## src/rtl/cpwm_pkg.sv

```systemverilog
`timescale 1ns/1ps
package cpwm_pkg;

    typedef enum logic {
        SLOPE_DOWN = 1'b0,
        SLOPE_UP   = 1'b1
    } slope_e;

    typedef struct packed {
        logic pos;
        logic neg;
    } phase_pair_t;

    localparam int unsigned REG_CTRL      = 0;
    localparam int unsigned REG_PERIOD    = 1;
    localparam int unsigned REG_DEAD      = 2;
    localparam int unsigned REG_DUTY_BASE = 4;

    function automatic logic is_duty_sel(input int unsigned addr, input int unsigned ch);
        return addr == (REG_DUTY_BASE + ch);
    endfunction

endpackage

```

## src/rtl/cpwm_regs.sv

```systemverilog
`timescale 1ns/1ps
module cpwm_regs
    import cpwm_pkg::*;
#(
    parameter int CNT_W  = 16,
    parameter int DT_W   = 8,
    parameter int NCH    = 3,
    parameter int ADDR_W = 3
) (
    input  logic              clk,
    input  logic              rst,
    input  logic              wr_en,
    input  logic [ADDR_W-1:0] wr_addr,
    input  logic [CNT_W-1:0]  wr_data,
    input  logic              valley,
    output logic              run_q,
    output logic [CNT_W-1:0]  period_act,
    output logic [DT_W-1:0]   dt_act,
    output logic [DT_W-1:0]   dt_reg,
    output logic [CNT_W-1:0]  cmp_act [NCH]
);

    logic [CNT_W-1:0] period_reg;
    logic [CNT_W-1:0] duty_buf [NCH];
    logic             reload;

    // Active values follow the buffers only at a valley or while stopped.
    assign reload = !run_q || valley;

    always_ff @(posedge clk) begin
        if (rst) begin
            run_q      <= 1'b0;
            period_reg <= '0;
            dt_reg     <= '0;
        end else if (wr_en) begin
            case (int'(wr_addr))
                REG_CTRL:   run_q      <= wr_data[0];
                REG_PERIOD: period_reg <= wr_data;
                REG_DEAD:   dt_reg     <= wr_data[DT_W-1:0];
                default:    ;
            endcase
        end
    end

    always_ff @(posedge clk) begin
        if (rst) begin
            period_act <= '0;
            dt_act     <= '0;
        end else begin
            if (reload) period_act <= period_reg;
            if (!run_q) dt_act     <= dt_reg;
        end
    end

    for (genvar g = 0; g < NCH; g++) begin : g_duty
        always_ff @(posedge clk) begin
            if (rst) begin
                duty_buf[g] <= '0;
                cmp_act[g]  <= '0;
            end else begin
                if (wr_en && is_duty_sel(int'(wr_addr), g)) duty_buf[g] <= wr_data;
                if (reload) cmp_act[g] <= duty_buf[g];
            end
        end
    end

endmodule

```

## src/rtl/cpwm_counter.sv

```systemverilog
`timescale 1ns/1ps
module cpwm_counter
    import cpwm_pkg::*;
#(
    parameter int CNT_W = 16
) (
    input  logic             clk,
    input  logic             rst,
    input  logic             run,
    input  logic [CNT_W-1:0] period,
    output logic [CNT_W-1:0] cnt,
    output slope_e           slope,
    output logic             peak,
    output logic             valley
);

    localparam logic [CNT_W-1:0] STEP = CNT_W'(1);

    // The valley clock is counted as the tail of the down slope, and the
    // peak clock as the top of the up slope.
    always_ff @(posedge clk) begin
        if (rst || !run || period == '0) begin
            cnt   <= '0;
            slope <= SLOPE_DOWN;
        end else if (slope == SLOPE_UP) begin
            if (cnt >= period) begin
                slope <= SLOPE_DOWN;
                cnt   <= cnt - STEP;
            end else begin
                cnt   <= cnt + STEP;
            end
        end else begin
            if (cnt == '0) begin
                slope <= SLOPE_UP;
                cnt   <= STEP;
            end else begin
                cnt   <= cnt - STEP;
            end
        end
    end

    assign peak   = run && (period != '0) && (slope == SLOPE_UP) && (cnt == period);
    assign valley = run && (cnt == '0);

endmodule

```

## src/rtl/cpwm_deadtime.sv

```systemverilog
`timescale 1ns/1ps
module cpwm_deadtime
    import cpwm_pkg::*;
#(
    parameter int DT_W = 8
) (
    input  logic            clk,
    input  logic            rst,
    input  logic            run,
    input  logic            level,
    input  logic [DT_W-1:0] dt_act,
    input  logic [DT_W-1:0] dt_reg,
    output phase_pair_t     pair
);

    logic            prev;
    logic [DT_W-1:0] hold;
    logic            settled;

    // The clock where the level changes plus DT further clocks keep both
    // outputs off; any new change restarts the wait.
    always_ff @(posedge clk) begin
        if (rst) begin
            prev <= 1'b0;
            hold <= '0;
        end else if (!run) begin
            prev <= 1'b0;
            hold <= dt_reg;
        end else begin
            prev <= level;
            if (level != prev)   hold <= dt_act;
            else if (hold != '0) hold <= hold - DT_W'(1);
        end
    end

    assign settled = run && (level == prev) && (hold == '0);

    always_comb begin
        pair.pos = settled &  level;
        pair.neg = settled & ~level;
    end

endmodule

```

## src/rtl/cpwm_channel.sv

```systemverilog
`timescale 1ns/1ps
module cpwm_channel
    import cpwm_pkg::*;
#(
    parameter int CNT_W    = 16,
    parameter int DT_W     = 8,
    parameter bit MATCH_EV = 1'b1
) (
    input  logic             clk,
    input  logic             rst,
    input  logic             run,
    input  logic [CNT_W-1:0] cnt,
    input  slope_e           slope,
    input  logic [CNT_W-1:0] period,
    input  logic [CNT_W-1:0] cmp,
    input  logic [DT_W-1:0]  dt_act,
    input  logic [DT_W-1:0]  dt_reg,
    output logic             flag,
    output phase_pair_t      pair,
    output logic             match_ev
);

    logic hit;

    // A compare value at or above the period never matches.
    assign hit = run && (cnt == cmp) && (cmp < period);

    always_ff @(posedge clk) begin
        if (rst || !run)  flag <= 1'b0;
        else if (hit)     flag <= (slope == SLOPE_UP);
    end

    if (MATCH_EV) begin : g_ev
        assign match_ev = hit;
    end else begin : g_no_ev
        assign match_ev = 1'b0;
    end

    cpwm_deadtime #(.DT_W(DT_W)) u_deadtime (
        .clk    (clk),
        .rst    (rst),
        .run    (run),
        .level  (flag),
        .dt_act (dt_act),
        .dt_reg (dt_reg),
        .pair   (pair)
    );

endmodule

```

## src/rtl/cpwm_top.sv

```systemverilog
`timescale 1ns/1ps
module cpwm_top
    import cpwm_pkg::*;
#(
    parameter int CNT_W    = 16,
    parameter int DT_W     = 8,
    parameter int NCH      = 3,
    parameter int ADDR_W   = 3,
    parameter bit MATCH_EV = 1'b1
) (
    input  logic              clk,
    input  logic              rst,
    input  logic              wr_en,
    input  logic [ADDR_W-1:0] wr_addr,
    input  logic [CNT_W-1:0]  wr_data,
    output logic [CNT_W-1:0]  cnt_o,
    output logic [NCH-1:0]    pos_o,
    output logic [NCH-1:0]    neg_o,
    output logic              peak_o,
    output logic              valley_o,
    output logic [NCH-1:0]    match_o
);

    logic             run_q;
    logic [CNT_W-1:0] period_act;
    logic [DT_W-1:0]  dt_act;
    logic [DT_W-1:0]  dt_reg;
    logic [CNT_W-1:0] cmp_act [NCH];
    logic [CNT_W-1:0] cnt;
    slope_e           slope;
    logic [NCH-1:0]   flag_vec;
    phase_pair_t      pairs [NCH];

    cpwm_regs #(
        .CNT_W (CNT_W),
        .DT_W  (DT_W),
        .NCH   (NCH),
        .ADDR_W(ADDR_W)
    ) u_regs (
        .clk       (clk),
        .rst       (rst),
        .wr_en     (wr_en),
        .wr_addr   (wr_addr),
        .wr_data   (wr_data),
        .valley    (valley_o),
        .run_q     (run_q),
        .period_act(period_act),
        .dt_act    (dt_act),
        .dt_reg    (dt_reg),
        .cmp_act   (cmp_act)
    );

    cpwm_counter #(.CNT_W(CNT_W)) u_counter (
        .clk   (clk),
        .rst   (rst),
        .run   (run_q),
        .period(period_act),
        .cnt   (cnt),
        .slope (slope),
        .peak  (peak_o),
        .valley(valley_o)
    );

    for (genvar g = 0; g < NCH; g++) begin : g_ch
        cpwm_channel #(
            .CNT_W   (CNT_W),
            .DT_W    (DT_W),
            .MATCH_EV(MATCH_EV)
        ) u_channel (
            .clk     (clk),
            .rst     (rst),
            .run     (run_q),
            .cnt     (cnt),
            .slope   (slope),
            .period  (period_act),
            .cmp     (cmp_act[g]),
            .dt_act  (dt_act),
            .dt_reg  (dt_reg),
            .flag    (flag_vec[g]),
            .pair    (pairs[g]),
            .match_ev(match_o[g])
        );
        assign pos_o[g] = pairs[g].pos;
        assign neg_o[g] = pairs[g].neg;
    end

    assign cnt_o = cnt;

endmodule

```

## config.mk

```make
export PLATFORM = sky130hd
export DESIGN_NAME = cpwm_top
export DESIGN_NICKNAME = d
export VERILOG_FILES = /design/src/rtl/cpwm_pkg.sv /design/src/rtl/cpwm_regs.sv /design/src/rtl/cpwm_counter.sv /design/src/rtl/cpwm_deadtime.sv /design/src/rtl/cpwm_channel.sv /design/src/rtl/cpwm_top.sv
export SDC_FILE = /design/constraint.sdc
export NUM_CORES = 1
export LEC_CHECK = 0
export BUFFER_PORTS_ARGS = -buffer_cell sky130_fd_sc_hd__buf_2
export CAP_MARGIN = 20
export CELL_PAD_IN_SITES_DETAIL_PLACEMENT = 0
export CELL_PAD_IN_SITES_GLOBAL_PLACEMENT = 1
export CORE_ASPECT_RATIO = 0.6
export CORE_UTILIZATION = 43
export CTS_CLUSTER_SIZE = 30
export DETAILED_ROUTE_END_ITERATION = 8
export PLACE_DENSITY = 0.83
export SYNTH_ARGS = -nofsm -noshare
export SYNTH_HDL_FRONTEND = slang
export SYNTH_HIERARCHICAL = 1
export SYNTH_SLANG_ARGS = --single-unit
```

## constraint.sdc

```tcl
create_clock -name clk -period 2.4 [get_ports clk]
set_clock_uncertainty 0.2 [all_clocks]
set_input_delay 0.24 -clock clk [delete_from_list [all_inputs] [get_ports clk]]
set_output_delay 0.24 -clock clk [all_outputs]
set_load 0.03 [all_outputs]
```

==> results.md <==
* Post-DRT Antenna Nets at 0
* Number of global-route vias before repair at 9444
* Effective utilization at floorplan at 44.5%
* RSZ-0062 raised after global routing: true
* Power Total at 7.97 mW
* Clock latency of the later-clocked register in the worst-skew pair at 0.47 ns
* Count of warnings emitted by yosys at 6
* Rel. slew slack at 49.7%
* WL/cell at 22.3 um
* Internal Power at 5.51 mW
* CTS tree: yes
* Weighted congestion reported at the end of routability-driven placement at 0.958
* Clock network power share at 38.6%
* Number of nets produced by synthesis at 1326
* Kind of critical path: register to output pin
* Result of the run: complete, but fails checks
* Pwr Density at 509 mW/mm^2
* Number of max-slew violations in the final report at 0
* Post-layout nets at 1547
* Flop pwr share at 44.9%
* Post-detailed-placement half-perimeter wirelength at 26000 um
* Biggest area consumer among synthesized cells: dfxtp_1
* Leakage power at 6.80 nW
* DRT Wirelength at 39800 um
* Fraction of registers with async set or reset after synthesis at 0%
* Most frequent cell after synthesis: nand2_1
* Type of element launching the critical path: register
* Clock transition at the register clock pins on the worst setup and hold paths after CTS at 0.08 ns
* Endpoint type of the worst setup path: output pin
* DIE WIDTH at 208 um
* Worst Hold Class: input pin to register
* H-tree Lvls at 4
* Most crowded layer after global routing: met1
* Die height at 125 um
* Placement Rows at 44
* Inserted Clock Buffers at 17
* Ranking of synthesized cells by area: dfxtp_1 (26%), edfxtp_1 (13%), ha_1 (8.0%), nand2_1 (7.5%), a21oi_1 (5.3%)
* Biggest fanout along the worst timing path at 4
* Switching part of the total at 30.9%
* MaxCap Viol Count at 0
* Global-route track usage on met1 at 45.2%
* Transition at the pin with the smallest max-transition slack at 0.755 ns
* Total iterations of the first detailed-routing run at 7
* Setup slack of the critical path after layout at -0.436 ns
* DRC viols at 0
* Top-Level Pins at 49
* Shortest clock period the worst path allows after layout at 2.84 ns
* Share of total power in combinational logic at 16.5%
* Register Area at 0.00440 mm^2
* Switching power total at 2.46 mW
* Registers with the highest flip-flop counts: u_regs/cmp_act: 48 flops, u_regs/duty_buf: 48 flops, g_ch.u_channel/u_deadtime/hold: 24 flops
* Mean area per synthesized cell at 8.85 um^2
* Number of enable flip-flop cells after synthesis at 48
* Crit path arrival time at 2.40 ns
* Required time at the endpoint of the critical path at 1.96 ns
* Die area at 0.0261 mm^2
* CTS sink cnt at 192
* Flip-flop cell with the highest count after synthesis: dfxtp_1
* Global-route wire length before repair at 56600 um
* Setup violation total in the final timing report at 85
* Layout cell share with drive strength beyond 1 at 39.5%
* Violations in the final reports: setup timing
* Share of the synthesized area in the top cell type at 26.4%
* Cell at the root of the clock tree: clkbuf_16
* Fill cells at 1908
* Overall via count from detail_route at 10.4k
* Core Area at 0.0246 mm^2
* ANT cells at 0
* Congestion Overflow GR at 0
* Final cycle utilization of the critical path at 118%
* Largest net degree at the start of global routing at 71
* Synth Cell Area at 0.0109 mm^2
* Multi-input gate area at 0.00754 mm^2
* Met3 track utilization from global routing at 8.99%
* Clock Tree Buf Depth at 2
* Synthesized instance count at 1234
* Sequential share of the synthesized area at 39.6%
* Maximum VDD drop at 471 uV
* Fin. Hold Viols at 0
* Grt met2 use at 37.9%
* Area growth syn-to-layout at 43.4%
* Antenna violations before repair at 0
* Number of port buffers at 48
* Synth cell count leaders: nand2_1 (219), dfxtp_1 (144), a21oi_1 (115)
* Violation count after the first detailed-routing iteration at 1155
* #FFs+latches synth at 192
* Overall track demand over capacity in global routing at 29.1%
* Highest clock rate at 353 MHz
* Post-layout utilization of the core at 63.8%
* Count of distinct cell types in the synthesized netlist at 72
* Routed vias/inst at 5.83
[power by group through the flow]
stage	Clock (mW)	Combinational (mW)	Sequential, mW
6_report	3.08	1.32	3.58
5_1_grt	3.24	1.39	3.59
4_1_cts	3.11	1.08	3.55
3_5_place_dp	0	0.913	3.62
3_3_place_gp	0	0.903	3.62
2_1_floorplan	0	0.575	3.60
[cell families (layout without fill, tap and decap cells)]
logic type	count (synthesis)	after routing	synth area share, %
AOI/OAI and AO/OA	219	219	13.3
buffers and inverters	132	364	5.79
adders and majority gates	70	70	8.02
muxes	30	30	2.78
and+or+nand+nor	520	522	24.6
DFF	192	192	39.6
xor gates and xnor gates	71	71	5.90
[path summary, 6_finish.rpt]
kind / depth (start not counted) / slack, ns / startpoint / end
worst max-delay path: 9 / -0.44 / u_regs/period_act[7]$_SDFFE_PP0P_ / match_o[0]
worst min-delay path: 4 / 0.1 / wr_en / u_regs/run_q$_SDFFE_PP0P_
worst max register to register: 10 / -0.27 / u_counter/cnt[7]$_SDFF_PP0_ / u_regs/period_act[11]$_SDFFE_PP0P_
worst min register to register: 2 / 0.25 / u_regs/period_reg[3]$_SDFFE_PP0P_ / u_regs/period_act[3]$_SDFFE_PP0P_
[placed cells by master (no fill, tap or decap), drive strengths merged, types with 4 or more instances in the layout]
master       count
a31oi           12
xor2            52
o31ai            7
o211ai          11
edfxtp          48
mux2i           27
ha              70
clkbuf          23
buf            229
o21ai           17
nor3            23
and3            13
or4              8
nor3b            6
nor4b            4
and2            51
a21o             6
a2111oi          9
nor2b           13
nand4           17
a211oi           4
a21oi          115
nand2          220
inv             92
or2              4
nand3           22
nor4            19
dlygate4sd3     17
nand4bb          8
nand3b           6
o21a            10
a32oi            6
nor2            71
dfxtp          144
or3             11
xnor2           19
nand2b          15
[routing by layer]
metal / part of all wire (%) / wire [um]
met5: 0 / 0
met4: 1.9 / 742
met3: 11 / 4250
met2: 40 / 15900
met1: 48 / 18900
[worst max-delay path: stages, from the launching register on]
cell and delay (ns):
dfxtp_4 0.40, inv_4 0.04, ha_4 0.26, and3_4 0.20, buf_4 0.11, nand2_1 0.07
o31ai_2 0.40, a2111oi_4 0.14, buf_4 0.17, buf_6 0.13
[area by class of cell]
| class | instances | share of cell area [%] |
|---|---|---|
| timing repair buffer | 252 | 15.2 |
| clock buffer | 17 | 2.72 |
| clock inverter | 15 | 1.33 |
| multi-input combinational | 912 | 48.1 |
| inverter | 80 | 1.95 |
| sequential | 192 | 28.1 |
| tap | 322 | 2.57 |
[per-stage QoR]
stage,worst slack [ns],instances,setup TNS [ns],hold WS [ns],area (um^2)
after floorplan,-0.163,1234,-9.87,0.109,11100
after global placement,-0.258,1681,-1.41,0.242,12400
after detailed placement,-0.198,1681,-1.30,0.249,12400
after CTS,-0.448,1766,-12.60,0.0668,14300
after global routing,-0.539,1790,-20.46,0.124,15700
final,-0.436,1790,-17.89,0.0953,15700
[timing repair]
| item | CTS | global route |
|---|---|---|
| pin swaps | 52 | 119 |
| hold endpoints to repair | 61 | 0 |
| hold buffers | 17 | 0 |
| setup buffers | 23 | 23 |
| resized for setup | 145 | 267 |
| gates cloned | 13 | 7 |
| setup endpoints to repair | 48 | 90 |
No activity file was read; power rests on OpenSTA's default activity.
